### src/rtl/refq_pkg.sv
package refq_pkg;
  typedef enum logic [1:0] {
    ST_IDLE = 2'd0,
    ST_ACQ  = 2'd1,
    ST_TRK  = 2'd2,
    ST_HOLD = 2'd3
  } refq_state_e;
endpackage

### src/rtl/refq_alarm_latch.sv
// Sticky record of any alarm line seen since the last window close.
module refq_alarm_latch #(
  parameter int NUM_ALARMS = 3
) (
  input  logic                  clk,
  input  logic                  rst_n,
  input  logic [NUM_ALARMS-1:0] alarm_vec,
  input  logic                  win_end,
  output logic                  alarm_now,
  output logic                  win_clean
);
  logic [NUM_ALARMS-1:0] seen_q;
  logic [NUM_ALARMS-1:0] seen_or_now;

  for (genvar g = 0; g < NUM_ALARMS; g++) begin : g_line
    assign seen_or_now[g] = seen_q[g] | alarm_vec[g];

    always_ff @(posedge clk or negedge rst_n) begin
      if (!rst_n)       seen_q[g] <= 1'b0;
      else if (win_end) seen_q[g] <= 1'b0;
      else              seen_q[g] <= seen_or_now[g];
    end
  end

  assign alarm_now = |alarm_vec;
  assign win_clean = ~(|seen_or_now);
endmodule

### src/rtl/refq_window_acc.sv
// Counts accepted samples and accumulates their sum. The average is the sum
// with its low WIN_LOG2 bits dropped, an arithmetic shift.
module refq_window_acc #(
  parameter int SAMP_W   = 16,
  parameter int WIN_LOG2 = 10
) (
  input  logic              clk,
  input  logic              rst_n,
  input  logic              samp_valid,
  input  logic [SAMP_W-1:0] samp_data,
  output logic              win_end,
  output logic [SAMP_W-1:0] win_avg
);
  localparam int ACC_W = SAMP_W + WIN_LOG2;

  logic [WIN_LOG2-1:0] cnt_q;
  logic [ACC_W-1:0]    acc_q;
  logic [ACC_W-1:0]    samp_ext;
  logic [ACC_W-1:0]    sum_full;

  assign samp_ext = {{WIN_LOG2{samp_data[SAMP_W-1]}}, samp_data};
  assign sum_full = acc_q + samp_ext;
  assign win_end  = samp_valid && (cnt_q == {WIN_LOG2{1'b1}});
  assign win_avg  = sum_full[ACC_W-1:WIN_LOG2];

  always_ff @(posedge clk or negedge rst_n) begin
    if (!rst_n) begin
      cnt_q <= '0;
      acc_q <= '0;
    end else if (samp_valid) begin
      cnt_q <= cnt_q + 1'b1;
      acc_q <= win_end ? '0 : sum_full;
    end
  end
endmodule

### src/rtl/refq_state_ctrl.sv
// Qualification state machine and registered correction output.
module refq_state_ctrl
  import refq_pkg::*;
#(
  parameter int SAMP_W      = 16,
  parameter int ACQ_WINDOWS = 128
) (
  input  logic              clk,
  input  logic              rst_n,
  input  logic              win_end,
  input  logic              win_clean,
  input  logic              alarm_now,
  input  logic [SAMP_W-1:0] win_avg,
  output logic [SAMP_W-1:0] corr_o,
  output logic              upd_o,
  output refq_state_e       state_o
);
  localparam int ACQ_CW = $clog2(ACQ_WINDOWS + 1);
  localparam logic [ACQ_CW-1:0] ACQ_LAST = ACQ_CW'(ACQ_WINDOWS - 1);

  refq_state_e       st_q, st_d;
  logic [ACQ_CW-1:0] acq_q, acq_d;
  logic [SAMP_W-1:0] corr_q, corr_d;
  logic              upd_q, upd_d;

  always_comb begin
    st_d   = st_q;
    acq_d  = acq_q;
    corr_d = corr_q;
    upd_d  = 1'b0;
    if (win_end) begin
      if (win_clean) begin
        upd_d  = 1'b1;
        corr_d = win_avg;
        case (st_q)
          ST_IDLE, ST_HOLD: begin
            st_d  = ST_ACQ;
            acq_d = '0;
          end
          ST_ACQ: begin
            if (acq_q == ACQ_LAST) st_d = ST_TRK;
            else                   acq_d = acq_q + 1'b1;
          end
          default: ;
        endcase
      end else if (st_q != ST_IDLE) begin
        st_d = ST_HOLD;
      end
    end else if (alarm_now && (st_q == ST_ACQ || st_q == ST_TRK)) begin
      st_d = ST_HOLD;
    end
  end

  always_ff @(posedge clk or negedge rst_n) begin
    if (!rst_n) begin
      st_q   <= ST_IDLE;
      acq_q  <= '0;
      corr_q <= '0;
      upd_q  <= 1'b0;
    end else begin
      st_q   <= st_d;
      acq_q  <= acq_d;
      corr_q <= corr_d;
      upd_q  <= upd_d;
    end
  end

  assign corr_o  = corr_q;
  assign upd_o   = upd_q;
  assign state_o = st_q;
endmodule

### src/rtl/ref_qual_ctrl.sv
module ref_qual_ctrl
  import refq_pkg::*;
#(
  parameter int SAMP_W      = 16,
  parameter int WIN_LOG2    = 10,
  parameter int ACQ_WINDOWS = 128
) (
  input  logic              clk,
  input  logic              rst_n,
  input  logic              samp_valid,
  input  logic [SAMP_W-1:0] samp_data,
  input  logic              los_i,
  input  logic              oof_i,
  input  logic              exc_err_i,
  output logic [SAMP_W-1:0] corr_o,
  output logic              upd_o,
  output logic [1:0]        state_o
);
  localparam int NUM_ALARMS = 3;

  logic                  win_end;
  logic                  win_clean;
  logic                  alarm_now;
  logic [SAMP_W-1:0]     win_avg;
  logic [NUM_ALARMS-1:0] alarm_vec;
  refq_state_e           st;

  assign alarm_vec = {exc_err_i, oof_i, los_i};

  refq_window_acc #(.SAMP_W(SAMP_W), .WIN_LOG2(WIN_LOG2)) u_win (
    .clk(clk), .rst_n(rst_n), .samp_valid(samp_valid), .samp_data(samp_data),
    .win_end(win_end), .win_avg(win_avg)
  );

  refq_alarm_latch #(.NUM_ALARMS(NUM_ALARMS)) u_alm (
    .clk(clk), .rst_n(rst_n), .alarm_vec(alarm_vec), .win_end(win_end),
    .alarm_now(alarm_now), .win_clean(win_clean)
  );

  refq_state_ctrl #(.SAMP_W(SAMP_W), .ACQ_WINDOWS(ACQ_WINDOWS)) u_fsm (
    .clk(clk), .rst_n(rst_n), .win_end(win_end), .win_clean(win_clean),
    .alarm_now(alarm_now), .win_avg(win_avg), .corr_o(corr_o), .upd_o(upd_o),
    .state_o(st)
  );

  assign state_o = st;
endmodule

### config.mk
export PLATFORM = sky130hd
export DESIGN_NAME = ref_qual_ctrl
export DESIGN_NICKNAME = d
export VERILOG_FILES = /design/src/rtl/refq_pkg.sv /design/src/rtl/refq_alarm_latch.sv /design/src/rtl/refq_window_acc.sv /design/src/rtl/refq_state_ctrl.sv /design/src/rtl/ref_qual_ctrl.sv
export SDC_FILE = /design/constraint.sdc
export NUM_CORES = 1
export LEC_CHECK = 0
export ABC_CLOCK_PERIOD_IN_PS = 7100
export BUFFER_PORTS_ARGS = -buffer_cell sky130_fd_sc_hd__buf_4
export CORE_MARGIN = 2
export CORE_UTILIZATION = 64
export CTS_CLUSTER_SIZE = 28
export DETAILED_ROUTE_END_ITERATION = 7
export PLACE_DENSITY = 0.89
export SYNTH_ARGS = -nofsm -noshare
export SYNTH_HDL_FRONTEND = slang
export SYNTH_HIERARCHICAL = 1
export SYNTH_SLANG_ARGS = --single-unit
### constraint.sdc
create_clock -name clk -period 7.1 [get_ports clk]
set_clock_uncertainty 0.1 [all_clocks]
set_input_delay 1.42 -clock clk [delete_from_list [all_inputs] [get_ports clk]]
set_output_delay 1.42 -clock clk [all_outputs]
set_load 0.05 [all_outputs]
### Word level (Yosys, flattened, before mapping)

Cells that the tools add are included.

| storage, ports and cells | value |
|---|---|
| bits in registers | 66 |
| word-level logic and storage cells | 52 |

| cells by class | value |
|---|---|
| equal/unequal tests | 9 |
| bitwise logic cells | 4 |
| $add $sub $neg | 3 |
| reduce and logical (&&, ||, !) cells | 13 |
| muxes and demuxes | 14 |

Operator list:

| kind | count |
|---|---|
| $add 26x26->26 | 1 |
| $mux 26 | 1 |
| $pmux 8 s2 | 1 |
| $add 10x1->10 const B | 1 |
| $eq 10x10->1 const B | 1 |
| $mux 2 | 5 |
| $add 8x1->8 const B | 1 |
| $eq 8x7->1 const B | 1 |
| $mux 8 | 1 |
| $reduce_and 4->1 | 2 |
| $reduce_bool 2->1 | 3 |
| $reduce_or 3->1 | 2 |
| $mux 1 | 5 |
| $eq 2x2->1 const B | 2 |
| $ne 4x1->1 const B | 1 |
| $ne 4x3->1 const B | 1 |
| $pmux 2 s2 | 1 |
| $ne 3x2->1 const B | 1 |
| $or 1x1->1 | 3 |
| $eq 2x1->1 const B | 1 |
| $logic_and 1x1->1 | 2 |
| $logic_not 2->1 | 1 |
| $ne 2x2->1 const B | 1 |
| $reduce_and 2->1 | 1 |
| 3 further kinds | 3 |

### Depth between registers and ports, before layout

Gate-level depths: netlist of run 1.

| depth | value |
|---|---|
| depth after elaboration | 5 |
| mapped depth | 10 |
| depth with buffers taken out | 9 |

### Hierarchy

The synthesis of run 1 kept the hierarchy.

By module, submodules not included:

| module | area each (um^2) | cells an instance | instances |
|---|---|---|---|
| refq_window_acc | 2781.4 | 296 | 1 |
| refq_state_ctrl | 1243.7 | 99 | 1 |
| refq_alarm_latch | 110.1 | 11 | 1 |

### Least setup slack after synthesis of run 1

Ideal clock, no wire load.

| timing | value |
|---|---|
| path kind | in2reg |
| start | in samp_data[0] |
| end | reg u_fsm.corr_q[14], in the netlist u_fsm/corr_o[14] |
| path slack | 3227 ps |
| arrival | 3648 ps |
| cell stages on the path | 9 |
| buffers on the path | 0 |
| path through | ha_1 -> fa_1 -> a21o_1 -> a221oi_4 -> a2111oi_1 -> a311o_1 -> a311oi_2 -> xnor2_1 -> mux2_2 |

| on the way | value |
|---|---|
| word-level cells in the longest chain between the ends | 1 |

RTL lines:

| what | line | RTL |
|---|---|---|
| from (decl) | ref_qual_ctrl.sv:11 | `input logic [SAMP_W-1:0] samp_data,` |
| $add 26x26->26 | refq_window_acc.sv:22 | `assign sum_full = acc_q + samp_ext;` |
| net win_avg[14] | ref_qual_ctrl.sv:24 | `logic [SAMP_W-1:0] win_avg;` |
| to (signal assigned) | refq_state_ctrl.sv:63 | `corr_q <= corr_d;` |
| to (decl) | refq_state_ctrl.sv:23 | `logic [SAMP_W-1:0] corr_q, corr_d;` |

The timed path passes the listed nets, and every way through them passes these cells.
A chain may end at the register's enable or synchronous reset.

### Worst setup path after layout of run 1

| timing | value |
|---|---|
| start | in samp_data[15] |
| end | reg u_fsm.corr_q[15], in the netlist u_fsm/corr_o[15] |

The elaborated chain is that of the path after synthesis.

==> flow_results.xml, run 1 <==
<?xml version="1.0" encoding="UTF-8"?>
<metrics>
  <group name="outcome">
    <metric name="result_of_the_run" unit="">complete, no violations</metric>
  </group>
  <group name="floorplan">
    <metric name="die_width" unit="um">84.4</metric>
    <metric name="floorplan.die_area" unit="mm^2">0.00712</metric>
    <metric name="floorplan.die.height" unit="um">84.4</metric>
    <metric name="ios" unit="">41</metric>
    <metric name="std_cell_rows" unit="">29</metric>
    <metric name="floorplan.initialDensity" unit="%">65.5</metric>
    <metric name="coreArea" unit="mm^2">0.00631</metric>
  </group>
  <group name="route">
    <metric name="postRouteAntennaNets" unit="">0</metric>
    <metric name="drtPass1Iterations" unit="">5</metric>
    <metric name="drtIter0Drc" unit="">217</metric>
    <metric name="vias" unit="">3400</metric>
    <metric name="routedWlPerCell" unit="um">17.6</metric>
    <metric name="drc" unit="">0</metric>
    <metric name="post_drt_via_cell_ratio" unit="">6.45</metric>
    <metric name="totalWireLength" unit="mm">9.27</metric>
  </group>
  <group name="clock_network">
    <metric name="cts.htree.levels" unit="">3</metric>
    <metric name="post_cts.repair.setup_buffers" unit="">0</metric>
    <metric name="cts_resizes" unit="">0</metric>
    <metric name="clkLatencyLatePin" unit="ns">0.34</metric>
    <metric name="cts_tree" unit="">done</metric>
    <metric name="clock-root-buffer" unit="">sky130_fd_sc_hd__clkbuf_8</metric>
    <metric name="clock_buffer_count_from_cts" unit="">9</metric>
    <metric name="clk_pin_slew_worst_paths" unit="ns">0.07</metric>
    <metric name="clk_buf_depth" unit="">2</metric>
    <metric name="post_cts_hold_buffer_count" unit="">0</metric>
    <metric name="clock_sink_count" unit="">66</metric>
  </group>
  <group name="sta">
    <metric name="hold_violations" unit="">0</metric>
    <metric name="worst_slew_pin_slew" unit="ns">0.978</metric>
    <metric name="final_min_period_over_clock_period" unit="%">54.6</metric>
    <metric name="rsz0062_at_grt" unit="">no</metric>
    <metric name="final_max_slew_viol_count" unit="">0</metric>
    <metric name="normalized_max_slew_margin" unit="%">34.7</metric>
    <metric name="finalWorstPathRequiredPeriod" unit="ns">3.88</metric>
    <metric name="final.setup.tns" unit="ns">0</metric>
    <metric name="final-setup-viol-count" unit="">0</metric>
    <metric name="max_freq" unit="MHz">258</metric>
  </group>
  <group name="power">
    <metric name="powerDensity" unit="mW/mm^2">386</metric>
    <metric name="vdd_ir_drop_max" unit="V">0.000239</metric>
    <metric name="leakage_power" unit="nW">2.20</metric>
  </group>
  <group name="cells_and_area">
    <metric name="final_cells" unit="">527</metric>
    <metric name="syn_to_final_growth" unit="%">13.9</metric>
    <metric name="num-nets-final" unit="">498</metric>
    <metric name="num_antenna_cells" unit="">0</metric>
    <metric name="drive_gt1_share" unit="%">19.8</metric>
    <metric name="post-route-util" unit="%">74.6</metric>
    <metric name="n_fill_cell" unit="">449</metric>
  </group>
  <group name="setup_path">
    <metric name="worstSetupPathType" unit="">in -&gt; reg</metric>
    <metric name="worst_setup_start_kind" unit="">input port</metric>
    <metric name="cp-end-kind" unit="">flop</metric>
    <metric name="critical_path_arrival" unit="ns">4.00</metric>
    <metric name="critPathRequiredTime" unit="ns">7.23</metric>
    <metric name="maximum_fanout_along_the_worst_path" unit="">13</metric>
  </group>
  <group name="synth">
    <metric name="synth_area" unit="mm^2">0.00414</metric>
    <metric name="synth_edf_count" unit="">0</metric>
    <metric name="synth_async_reset_ratio" unit="%">100</metric>
    <metric name="synth_unique_cells" unit="">65</metric>
    <metric name="syn-instance-count" unit="">406</metric>
    <metric name="synthesis.nets" unit="">459</metric>
    <metric name="portion_of_the_post_synthesis_area_used_by_sequential_elements" unit="%">39.9</metric>
    <metric name="synth-main-ff-cell" unit="">sky130_fd_sc_hd__dfrtp_1</metric>
    <metric name="syn-mean-instance-area" unit="um^2">10.2</metric>
    <metric name="number_of_synthesized_register_bits" unit="">66</metric>
    <metric name="ys_warn_count" unit="">6</metric>
  </group>
  <group name="global_route">
    <metric name="globalRoute.totalOverflow" unit="">0</metric>
    <metric name="grt_start_max_net_pins" unit="">67</metric>
    <metric name="grt_pass1_vias" unit="">3440</metric>
    <metric name="grt_pass1_wl" unit="mm">15.9</metric>
    <metric name="antenna_found_initial" unit="">0</metric>
    <metric name="grt_use_total" unit="%">27.6</metric>
  </group>
  <group name="min_path">
    <metric name="hold_path.class" unit="">reg -&gt; reg</metric>
  </group>
  <group name="place">
    <metric name="dp.final_hpwl" unit="mm">6.49</metric>
    <metric name="place.port_buffers" unit="">40</metric>
    <metric name="post-place-cells" unit="">511</metric>
    <metric name="routabilityCongestion" unit="">0.905</metric>
  </group>
  <group name="run">
    <metric name="drv.max_cap_violation_count" unit="">0</metric>
  </group>
</metrics>
## cell type report
class	instances	area, um^2	share of cell area (%)
tap	77	96.3	2.05
sequential	66	1650	35.1
inverter	12	45.0	0.957
clock inverter	7	100	2.13
multi-input combinational	316	2390	50.8
clock buffer	9	124	2.63
timing repair buffer	40	300	6.38
## flip-flops by register name, summed over array words and instances, names as in the netlist
name and cells:
u_win/acc_q 26, u_fsm/state_o 2, u_fsm/corr_o 16, u_fsm/acq_q 8, u_alm/seen_q 3, u_fsm/upd_o 1
u_win/cnt_q 10
## layer usage
metal	global-route usage [%]	vias to the layer above	wire length [um]
met5	0	-	0
met4	10.5	0	178
met3	5.51	20	532
met2	43.7	131	4450
met1	37.9	1650	4110
li1	-	1599	-
## where the power goes
group | total, mW | switching, mW | internal (mW)
Sequential | 0.540 | 0.0701 | 0.470
Clock | 0.355 | 0.155 | 0.201
Combinational | 0.923 | 0.519 | 0.405
## logic make-up (layout without fill, tap and decap cells)
kind of cell / after synthesis / after routing / share of synthesized area, %
compound gates: 122 / 122 / 22.1
simple gates: 108 / 108 / 13.3
flops: 66 / 66 / 39.9
xor+xnor: 34 / 34 / 7.20
fa+ha+maj: 31 / 31 / 9.56
buf+inv: 24 / 68 / 2.30
mux: 21 / 21 / 5.66
## synth_stat cells (2+ instances only)
cell | count | area share, %
sky130_fd_sc_hd__dfrtp_1 | 66 | 40
sky130_fd_sc_hd__nand2_1 | 34 | 3.1
sky130_fd_sc_hd__ha_1 | 30 | 9.1
sky130_fd_sc_hd__a21oi_1 | 26 | 3.1
sky130_fd_sc_hd__xnor2_1 | 24 | 5.1
sky130_fd_sc_hd__mux2_2 | 19 | 5.2
sky130_fd_sc_hd__nor2_1 | 19 | 1.7
sky130_fd_sc_hd__a22o_1 | 18 | 3.8
sky130_fd_sc_hd__nand3_1 | 16 | 1.9
sky130_fd_sc_hd__o21ai_0 | 13 | 1.6
sky130_fd_sc_hd__inv_1 | 10 | 0.91
sky130_fd_sc_hd__xor2_1 | 10 | 2.1
sky130_fd_sc_hd__a21o_1 | 9 | 1.6
sky130_fd_sc_hd__and3_1 | 8 | 1.2
sky130_fd_sc_hd__clkbuf_1 | 7 | 0.64
sky130_fd_sc_hd__nand4_1 | 7 | 1.1
sky130_fd_sc_hd__a31oi_1 | 6 | 0.91
sky130_fd_sc_hd__o31ai_1 | 6 | 1.1
sky130_fd_sc_hd__o21a_1 | 5 | 0.91
sky130_fd_sc_hd__a211oi_1 | 4 | 0.73
sky130_fd_sc_hd__nor3_1 | 4 | 0.48
sky130_fd_sc_hd__o211ai_1 | 4 | 0.73
sky130_fd_sc_hd__o21bai_1 | 4 | 0.73
sky130_fd_sc_hd__or3_1 | 4 | 0.61
sky130_fd_sc_hd__o21ai_1 | 3 | 0.36
sky130_fd_sc_hd__o2bb2ai_1 | 3 | 0.64
sky130_fd_sc_hd__a221o_1 | 2 | 0.48
sky130_fd_sc_hd__buf_2 | 2 | 0.24
sky130_fd_sc_hd__clkbuf_2 | 2 | 0.24
sky130_fd_sc_hd__inv_2 | 2 | 0.18
sky130_fd_sc_hd__mux2i_1 | 2 | 0.48
sky130_fd_sc_hd__nand3b_1 | 2 | 0.36
sky130_fd_sc_hd__nor2b_1 | 2 | 0.30
sky130_fd_sc_hd__or2_2 | 2 | 0.30
## per-stage QoR
| step | total power [mW] | instance area [um^2] | worst slack (ns) | hold WS (ns) |
|---|---|---|---|---|
| 6_report | 1.82 | 4710 | 3.22 | 0.389 |
| 5_1_grt | 1.95 | 4710 | 3.11 | 0.404 |
| 4_1_cts | 1.81 | 4710 | 3.25 | 0.390 |
| 3_5_place_dp | 1.44 | 4480 | 2.90 | 0.367 |
| 3_3_place_gp | 1.40 | 4480 | 2.99 | 0.355 |
| 2_1_floorplan | 1.25 | 4140 | 3.23 | 0.338 |
## final timing paths
path                                  from                to  slack (ns)  depth (start not counted)
setup / recovery             samp_data[15]  u_fsm/corr_o[15]        3.22                         10
hold / removal             u_alm/seen_q[1]   u_alm/seen_q[1]        0.39                          2
setup reg to reg            u_win/acc_q[0]  u_fsm/corr_o[14]        4.04                          9
hold reg to reg            u_alm/seen_q[1]   u_alm/seen_q[1]        0.39                          2
max in group asynchronous            rst_n   u_win/acc_q[17]        5.30                          1
min in group asynchronous            rst_n    u_win/acc_q[5]        1.06                          1
## cells in the final DEF (no fill, tap or decap), types with 3 or more instances in the layout
cell type	count
sky130_fd_sc_hd__o2bb2ai_1	3
sky130_fd_sc_hd__mux2_2	19
sky130_fd_sc_hd__and3_1	8
sky130_fd_sc_hd__inv_1	10
sky130_fd_sc_hd__xnor2_1	24
sky130_fd_sc_hd__nand3_1	16
sky130_fd_sc_hd__buf_4	40
sky130_fd_sc_hd__nor2_1	18
sky130_fd_sc_hd__nand2_1	34
sky130_fd_sc_hd__a21o_1	9
sky130_fd_sc_hd__a211oi_1	4
sky130_fd_sc_hd__clkbuf_8	9
sky130_fd_sc_hd__o21bai_1	4
sky130_fd_sc_hd__nor3_1	4
sky130_fd_sc_hd__o21ai_1	3
sky130_fd_sc_hd__xor2_1	10
sky130_fd_sc_hd__or3_1	4
sky130_fd_sc_hd__ha_1	30
sky130_fd_sc_hd__o31ai_1	6
sky130_fd_sc_hd__o21ai_0	13
sky130_fd_sc_hd__a22o_1	18
sky130_fd_sc_hd__nand4_1	7
sky130_fd_sc_hd__a31oi_1	6
sky130_fd_sc_hd__a21oi_1	26
sky130_fd_sc_hd__o211ai_1	4
sky130_fd_sc_hd__dfrtp_1	66
sky130_fd_sc_hd__o21a_1	5
## worst max-delay path, cell delays in order
cell	delay, ns
sky130_fd_sc_hd__buf_4	0.17
sky130_fd_sc_hd__ha_1	0.39
sky130_fd_sc_hd__a21oi_1	0.32
sky130_fd_sc_hd__o21bai_1	0.11
sky130_fd_sc_hd__a221o_1	0.37
sky130_fd_sc_hd__a221o_1	0.35
sky130_fd_sc_hd__a31oi_1	0.24
sky130_fd_sc_hd__xor2_1	0.27
sky130_fd_sc_hd__xnor2_1	0.10
sky130_fd_sc_hd__mux2_2	0.26
No activity file was read; power rests on OpenSTA's default activity.
==> inputs of run 2 (changes only) <==
--- a/config.mk
+++ b/config.mk
@@ -5,13 +5,13 @@
 export SDC_FILE = /design/constraint.sdc
 export NUM_CORES = 1
 export LEC_CHECK = 0
-export ABC_CLOCK_PERIOD_IN_PS = 7100
+export ABC_CLOCK_PERIOD_IN_PS = 3200
 export BUFFER_PORTS_ARGS = -buffer_cell sky130_fd_sc_hd__buf_4
 export CORE_MARGIN = 2
-export CORE_UTILIZATION = 64
+export CORE_UTILIZATION = 54
 export CTS_CLUSTER_SIZE = 28
 export DETAILED_ROUTE_END_ITERATION = 7
-export PLACE_DENSITY = 0.89
+export PLACE_DENSITY = 0.81
 export SYNTH_ARGS = -nofsm -noshare
 export SYNTH_HDL_FRONTEND = slang
 export SYNTH_HIERARCHICAL = 1
==> constraint.sdc (replaced) <==
create_clock -name clk -period 3.2 [get_ports clk]
set_clock_uncertainty 0.1 [all_clocks]
set_input_delay 0.64 -clock clk [delete_from_list [all_inputs] [get_ports clk]]
set_output_delay 0.64 -clock clk [all_outputs]
set_load 0.05 [all_outputs]
==> flow_results.xml, run 2 (synthesized netlist as in run 1, its figures left out) <==
<?xml version="1.0" encoding="UTF-8"?>
<metrics>
  <group name="cells_and_area">
    <metric name="num_antenna_cells" unit="">0</metric>
    <metric name="layout_commonest_cell" unit="">sky130_fd_sc_hd__dfrtp_1</metric>
    <metric name="final_cells" unit="">571</metric>
    <metric name="num-nets-final" unit="">521</metric>
    <metric name="final_cell_mix" unit="">66 x sky130_fd_sc_hd__dfrtp_1, 63 x sky130_fd_sc_hd__buf_4, 34 x sky130_fd_sc_hd__nand2_1</metric>
    <metric name="syn_to_final_growth" unit="%">17.9</metric>
    <metric name="largest_register" unit="">u_win/acc_q</metric>
    <metric name="n_fill_cell" unit="">573</metric>
    <metric name="drive_gt1_share" unit="%">23.3</metric>
    <metric name="fin_area" unit="mm^2">0.00487</metric>
    <metric name="post-route-util" unit="%">66.5</metric>
    <metric name="flip_flop_count_of_the_largest_register_all_copies_and_words_added" unit="">26</metric>
  </group>
  <group name="setup_path">
    <metric name="maximum_fanout_along_the_worst_path" unit="">3</metric>
    <metric name="r2r_worst_path_depth" unit="">9</metric>
    <metric name="cp-end-kind" unit="">flop</metric>
    <metric name="crit-reg2reg-launch" unit="">u_win/acc_q[0]</metric>
    <metric name="rrSetupSlack" unit="ns">0.30</metric>
    <metric name="critPathRequiredTime" unit="ns">3.33</metric>
    <metric name="worstSetupPathType" unit="">in -&gt; reg</metric>
    <metric name="worst_setup_start_kind" unit="">input port</metric>
    <metric name="critical_path_arrival" unit="ns">3.04</metric>
    <metric name="critical_path.reg2reg.endpoint" unit="">u_fsm/corr_o[14]</metric>
  </group>
  <group name="clock_network">
    <metric name="clk_buf_depth" unit="">2</metric>
    <metric name="cts.htree.levels" unit="">3</metric>
    <metric name="clock-root-buffer" unit="">sky130_fd_sc_hd__clkbuf_8</metric>
    <metric name="clk_pin_slew_worst_paths" unit="ns">0.07</metric>
    <metric name="cts_tree" unit="">done</metric>
    <metric name="cts_resizes" unit="">0</metric>
    <metric name="clkLatencyLatePin" unit="ns">0.35</metric>
    <metric name="post_cts_hold_buffer_count" unit="">0</metric>
    <metric name="post_cts.repair.setup_buffers" unit="">0</metric>
    <metric name="clock_sink_count" unit="">66</metric>
    <metric name="clock_buffer_count_from_cts" unit="">9</metric>
  </group>
  <group name="sta">
    <metric name="timing.hold.ws" unit="ns">0.263</metric>
    <metric name="final_min_period_over_clock_period" unit="%">91.0</metric>
    <metric name="max_freq" unit="MHz">343</metric>
    <metric name="final-setup-viol-count" unit="">0</metric>
    <metric name="final_max_slew_viol_count" unit="">0</metric>
    <metric name="rsz0062_at_grt" unit="">no</metric>
    <metric name="finalWorstPathRequiredPeriod" unit="ns">2.91</metric>
    <metric name="worst_slew_pin_slew" unit="ns">0.822</metric>
    <metric name="normalized_max_slew_margin" unit="%">45.2</metric>
    <metric name="final.setup.tns" unit="ns">0</metric>
    <metric name="hold_violations" unit="">0</metric>
    <metric name="layout_setup_ws" unit="ns">0.287</metric>
  </group>
  <group name="power">
    <metric name="combinationalPowerShare" unit="%">53.6</metric>
    <metric name="leakage_power" unit="nW">2.29</metric>
    <metric name="powerDensity" unit="mW/mm^2">832</metric>
    <metric name="internal_power" unit="mW">2.44</metric>
    <metric name="vdd_ir_drop_max" unit="V">0.000348</metric>
    <metric name="register_share_of_total_power" unit="%">29.5</metric>
    <metric name="share_clk_of_total_power" unit="%">17.0</metric>
    <metric name="switchingPower" unit="mW">1.61</metric>
    <metric name="netSwitchingFraction" unit="%">39.8</metric>
    <metric name="finalPower" unit="mW">4.06</metric>
  </group>
  <group name="floorplan">
    <metric name="floorplan.initialDensity" unit="%">56.4</metric>
    <metric name="floorplan.die.height" unit="um">91.5</metric>
    <metric name="floorplan.die_area" unit="mm^2">0.00837</metric>
    <metric name="die_width" unit="um">91.5</metric>
    <metric name="coreArea" unit="mm^2">0.00733</metric>
    <metric name="ios" unit="">41</metric>
    <metric name="std_cell_rows" unit="">31</metric>
  </group>
  <group name="global_route">
    <metric name="grt_pass1_vias" unit="">3355</metric>
    <metric name="grt_use_total" unit="%">22.7</metric>
    <metric name="grt_pass1_wl" unit="mm">15.5</metric>
    <metric name="antenna_found_initial" unit="">0</metric>
    <metric name="globalRoute.totalOverflow" unit="">0</metric>
    <metric name="grt_start_max_net_pins" unit="">67</metric>
  </group>
  <group name="run">
    <metric name="drv.max_cap_violation_count" unit="">0</metric>
  </group>
  <group name="place">
    <metric name="postPlaceCellArea" unit="mm^2">0.00468</metric>
    <metric name="routabilityCongestion" unit="">0.981</metric>
    <metric name="post-place-cells" unit="">556</metric>
    <metric name="post-place-ws" unit="ns">-0.0612</metric>
    <metric name="place.port_buffers" unit="">40</metric>
    <metric name="dp.final_hpwl" unit="mm">6.50</metric>
  </group>
  <group name="min_path">
    <metric name="hold_path.class" unit="">in -&gt; async</metric>
  </group>
  <group name="route">
    <metric name="drtIter0Drc" unit="">175</metric>
    <metric name="post_drt_via_cell_ratio" unit="">5.89</metric>
    <metric name="totalWireLength" unit="mm">9.03</metric>
    <metric name="drtPass1Iterations" unit="">5</metric>
    <metric name="vias" unit="">3363</metric>
    <metric name="postRouteAntennaNets" unit="">0</metric>
    <metric name="routedWlPerCell" unit="um">15.8</metric>
    <metric name="drc" unit="">0</metric>
  </group>
  <group name="outcome">
    <metric name="result_of_the_run" unit="">complete, no violations</metric>
  </group>
</metrics>
==> run 2: cell count changes in the layout (fill, tap and decap cells not counted), sizes merged <==
cell	delta
bufinv	-1
inv	-2
clkbuf	+1
clkinv	-1
buf	+23
clkinvlp	+2
==> run 2: power groups by stage <==
| stage | registers, mW | logic (mW) | clock network, mW |
|---|---|---|---|
| finish | 1.19 | 2.17 | 0.688 |
| global route | 1.22 | 2.40 | 0.731 |
| CTS | 1.20 | 2.15 | 0.705 |
| detailed placement | 1.21 | 2.13 | 0 |
| global placement | 1.20 | 2.08 | 0 |
| floorplan | 1.17 | 1.61 | 0 |
==> run 2: area by class of cell <==
class | count | area (um^2) | area share (%)
multi-input cells | 316 | 2390 | 49.0
flip-flops and latches | 66 | 1650 | 33.9
repair buffers | 63 | 473 | 9.70
clock buffers | 10 | 138 | 2.82
well taps | 99 | 124 | 2.54
clock inverters | 5 | 55.1 | 1.13
inverters | 12 | 45.0 | 0.924
==> run 2: worst max-delay path by stage <==
| stage | startpoint | endpoint | slack [ns] | depth (start not counted) |
|---|---|---|---|---|
| 3_3_place_gp | samp_data[0] | u_fsm/corr_o[14] | 0.02 | 10 |
| 3_5_place_dp | samp_data[0] | u_fsm/corr_o[14] | -0.06 | 10 |
| 4_1_cts | samp_data[0] | u_fsm/corr_o[14] | 0.30 | 10 |
| 2_1_floorplan | samp_data[0] | u_fsm/corr_o[14] | 0.11 | 9 |
| 5_1_grt | samp_data[15] | u_fsm/corr_o[15] | 0.17 | 10 |
| 6_report | samp_data[0] | u_fsm/corr_o[14] | 0.29 | 10 |
==> run 2: routing by layer <==
metal	track usage [%]	wire length, um	share of wire [%]	vias to the layer above
met2	35.6	4220	47	78
met4	10.1	162	1.8	0
met5	0	0	0	-
met1	31.2	4240	47	1631
met3	3.15	409	4.5	13
li1	-	-	-	1641
==> run 2: worst max-delay path: stages <==
cell	delay (ns)
sky130_fd_sc_hd__buf_4	0.11
sky130_fd_sc_hd__ha_1	0.21
sky130_fd_sc_hd__fa_1	0.39
sky130_fd_sc_hd__a21o_1	0.23
sky130_fd_sc_hd__a221oi_4	0.24
sky130_fd_sc_hd__a2111oi_1	0.12
sky130_fd_sc_hd__a311o_1	0.38
sky130_fd_sc_hd__a311oi_2	0.31
sky130_fd_sc_hd__xnor2_1	0.13
sky130_fd_sc_hd__mux2_2	0.28
==> inputs of run 3 (changes only) <==
--- a/config.mk
+++ b/config.mk
@@ -7,8 +7,10 @@
 export LEC_CHECK = 0
 export ABC_CLOCK_PERIOD_IN_PS = 3200
 export BUFFER_PORTS_ARGS = -buffer_cell sky130_fd_sc_hd__buf_4
+export CELL_PAD_IN_SITES_DETAIL_PLACEMENT = 0
+export CELL_PAD_IN_SITES_GLOBAL_PLACEMENT = 2
 export CORE_MARGIN = 2
-export CORE_UTILIZATION = 54
+export CORE_UTILIZATION = 35
 export CTS_CLUSTER_SIZE = 28
 export DETAILED_ROUTE_END_ITERATION = 7
 export PLACE_DENSITY = 0.81
==> flow_results.xml, run 3 (synthesized netlist as in run 1, its figures left out) <==
<?xml version="1.0" encoding="UTF-8"?>
<metrics>
  <group name="global_route">
    <metric name="grt_use_total" unit="%">16.9</metric>
    <metric name="grt_pass1_wl" unit="mm">17.1</metric>
    <metric name="grt_pass1_vias" unit="">3405</metric>
    <metric name="globalRoute.totalOverflow" unit="">0</metric>
    <metric name="grt_start_max_net_pins" unit="">67</metric>
    <metric name="antenna_found_initial" unit="">0</metric>
  </group>
  <group name="floorplan">
    <metric name="std_cell_rows" unit="">39</metric>
    <metric name="die_width" unit="um">113</metric>
    <metric name="floorplan.die.height" unit="um">113</metric>
    <metric name="coreArea" unit="mm^2">0.0115</metric>
    <metric name="floorplan.initialDensity" unit="%">36.1</metric>
    <metric name="floorplan.die_area" unit="mm^2">0.0127</metric>
    <metric name="ios" unit="">41</metric>
  </group>
  <group name="min_path">
    <metric name="hold_path.class" unit="">in -&gt; async</metric>
  </group>
  <group name="cells_and_area">
    <metric name="drive_gt1_share" unit="%">24.6</metric>
    <metric name="post-route-util" unit="%">44.5</metric>
    <metric name="final_cell_mix" unit="">69 x sky130_fd_sc_hd__buf_4, 66 x sky130_fd_sc_hd__dfrtp_1, 34 x sky130_fd_sc_hd__nand2_1</metric>
    <metric name="syn_to_final_growth" unit="%">23.5</metric>
    <metric name="layout_commonest_cell" unit="">sky130_fd_sc_hd__buf_4</metric>
    <metric name="flip_flop_count_of_the_largest_register_all_copies_and_words_added" unit="">26</metric>
    <metric name="num-nets-final" unit="">528</metric>
    <metric name="final_cells" unit="">623</metric>
    <metric name="largest_register" unit="">u_win/acc_q</metric>
    <metric name="num_antenna_cells" unit="">0</metric>
  </group>
  <group name="sta">
    <metric name="final_max_slew_viol_count" unit="">0</metric>
    <metric name="normalized_max_slew_margin" unit="%">41.6</metric>
    <metric name="max_freq" unit="MHz">340</metric>
    <metric name="hold_violations" unit="">0</metric>
    <metric name="worst_slew_pin_slew" unit="ns">0.873</metric>
    <metric name="timing.hold.ws" unit="ns">0.306</metric>
    <metric name="final.setup.tns" unit="ns">0</metric>
    <metric name="final_min_period_over_clock_period" unit="%">91.9</metric>
    <metric name="finalWorstPathRequiredPeriod" unit="ns">2.94</metric>
    <metric name="rsz0062_at_grt" unit="">no</metric>
    <metric name="final-setup-viol-count" unit="">0</metric>
  </group>
  <group name="power">
    <metric name="leakage_power" unit="nW">2.38</metric>
    <metric name="switchingPower" unit="mW">1.69</metric>
    <metric name="finalPower" unit="mW">4.41</metric>
    <metric name="register_share_of_total_power" unit="%">27.1</metric>
    <metric name="netSwitchingFraction" unit="%">38.2</metric>
    <metric name="internal_power" unit="mW">2.73</metric>
    <metric name="combinationalPowerShare" unit="%">50.1</metric>
    <metric name="share_clk_of_total_power" unit="%">22.8</metric>
    <metric name="vdd_ir_drop_max" unit="V">0.000413</metric>
    <metric name="powerDensity" unit="mW/mm^2">864</metric>
  </group>
  <group name="clock_network">
    <metric name="clock_sink_count" unit="">66</metric>
    <metric name="clock-root-buffer" unit="">sky130_fd_sc_hd__clkbuf_16</metric>
    <metric name="clk_pin_slew_worst_paths" unit="ns">0.06</metric>
    <metric name="cts_tree" unit="">done</metric>
    <metric name="clk_buf_depth" unit="">2</metric>
    <metric name="post_cts_hold_buffer_count" unit="">0</metric>
    <metric name="clock_buffer_count_from_cts" unit="">9</metric>
    <metric name="cts_resizes" unit="">0</metric>
    <metric name="clkLatencyLatePin" unit="ns">0.34</metric>
    <metric name="cts.htree.levels" unit="">3</metric>
    <metric name="post_cts.repair.setup_buffers" unit="">0</metric>
  </group>
  <group name="setup_path">
    <metric name="maximum_fanout_along_the_worst_path" unit="">3</metric>
    <metric name="critPathRequiredTime" unit="ns">3.32</metric>
    <metric name="worst_setup_start_kind" unit="">input port</metric>
    <metric name="worstSetupPathType" unit="">in -&gt; reg</metric>
    <metric name="rrSetupSlack" unit="ns">0.29</metric>
    <metric name="critical_path_arrival" unit="ns">3.05</metric>
    <metric name="cp-end-kind" unit="">flop</metric>
  </group>
  <group name="route">
    <metric name="vias" unit="">3372</metric>
    <metric name="postRouteAntennaNets" unit="">0</metric>
    <metric name="routedWlPerCell" unit="um">16.2</metric>
    <metric name="totalWireLength" unit="mm">10.1</metric>
    <metric name="post_drt_via_cell_ratio" unit="">5.41</metric>
    <metric name="drc" unit="">0</metric>
    <metric name="drtIter0Drc" unit="">154</metric>
    <metric name="drtPass1Iterations" unit="">4</metric>
  </group>
  <group name="place">
    <metric name="post-place-cells" unit="">607</metric>
    <metric name="place.port_buffers" unit="">40</metric>
    <metric name="dp.final_hpwl" unit="mm">7.39</metric>
    <metric name="routabilityCongestion" unit="">0.863</metric>
  </group>
  <group name="outcome">
    <metric name="result_of_the_run" unit="">complete, no violations</metric>
  </group>
  <group name="run">
    <metric name="drv.max_cap_violation_count" unit="">0</metric>
  </group>
</metrics>
==> run 3: cell types whose count changed in the layout (fill, tap and decap cells not counted), sizes merged <==
| cell | before | now |
|---|---|---|
| buf | 63 | 70 |
| clkinv | 2 | 3 |
| clkinvlp | 2 | 1 |
| inv | 12 | 13 |
==> run 3: power by group through the flow <==
stage	Clock, mW	Combinational, mW	Sequential [mW]
final	1.01	2.21	1.20
after global routing	1.08	2.47	1.22
after CTS	1.04	2.22	1.20
after detailed placement	0	2.20	1.21
after global placement	0	2.17	1.21
after floorplan	0	1.61	1.17
==> run 3: cell type report <==
cell class                      instances  area, um^2
Clock buffer                           10         239
Clock inverter                          6        65.1
Fill cell                            1109        6360
Inverter                               12        45.0
Multi-Input combinational cell        316        2390
Sequential cell                        66        1650
Tap cell                              143         179
Timing Repair Buffer                   70         538
==> run 3: worst paths after layout <==
| check | startpoint | end | depth (start not counted) |
|---|---|---|---|
| setup / recovery | samp_data[0] | u_fsm/corr_o[14] | 10 |
| hold / removal | rst_n | u_win/acc_q[3] | 1 |
| setup reg to reg | u_win/acc_q[0] | u_fsm/corr_o[14] | 9 |
| hold reg to reg | u_alm/seen_q[1] | u_alm/seen_q[1] | 2 |
| max in group asynchronous | rst_n | u_fsm/corr_o[1] | 1 |
| min in group clk | u_alm/seen_q[1] | u_alm/seen_q[1] | 2 |
==> run 3: metal layers <==
layer	GRT usage, %	routed length [um]	vias up
li1	-	-	1652
met1	23.4	4900	1653
met2	26.1	4610	57
met3	4.12	408	10
met4	5.61	153	0
met5	0	0	-
==> run 3: per-stage QoR <==
step                      worst slack (ns)  area, um^2
after floorplan                      0.107        4140
after global placement             -0.0315        4800
after detailed placement           -0.0981        4800
after CTS                            0.268        5110
after global routing                 0.140        5110
final                                0.260        5110
==> run 3: critical path, cell delays in order <==
cell,delay [ns]
sky130_fd_sc_hd__buf_4,0.11
sky130_fd_sc_hd__ha_1,0.21
sky130_fd_sc_hd__fa_1,0.39
sky130_fd_sc_hd__a21o_1,0.23
sky130_fd_sc_hd__a221oi_4,0.26
sky130_fd_sc_hd__a2111oi_1,0.13
sky130_fd_sc_hd__a311o_1,0.39
sky130_fd_sc_hd__a311oi_2,0.31
sky130_fd_sc_hd__xnor2_1,0.12
sky130_fd_sc_hd__mux2_2,0.26
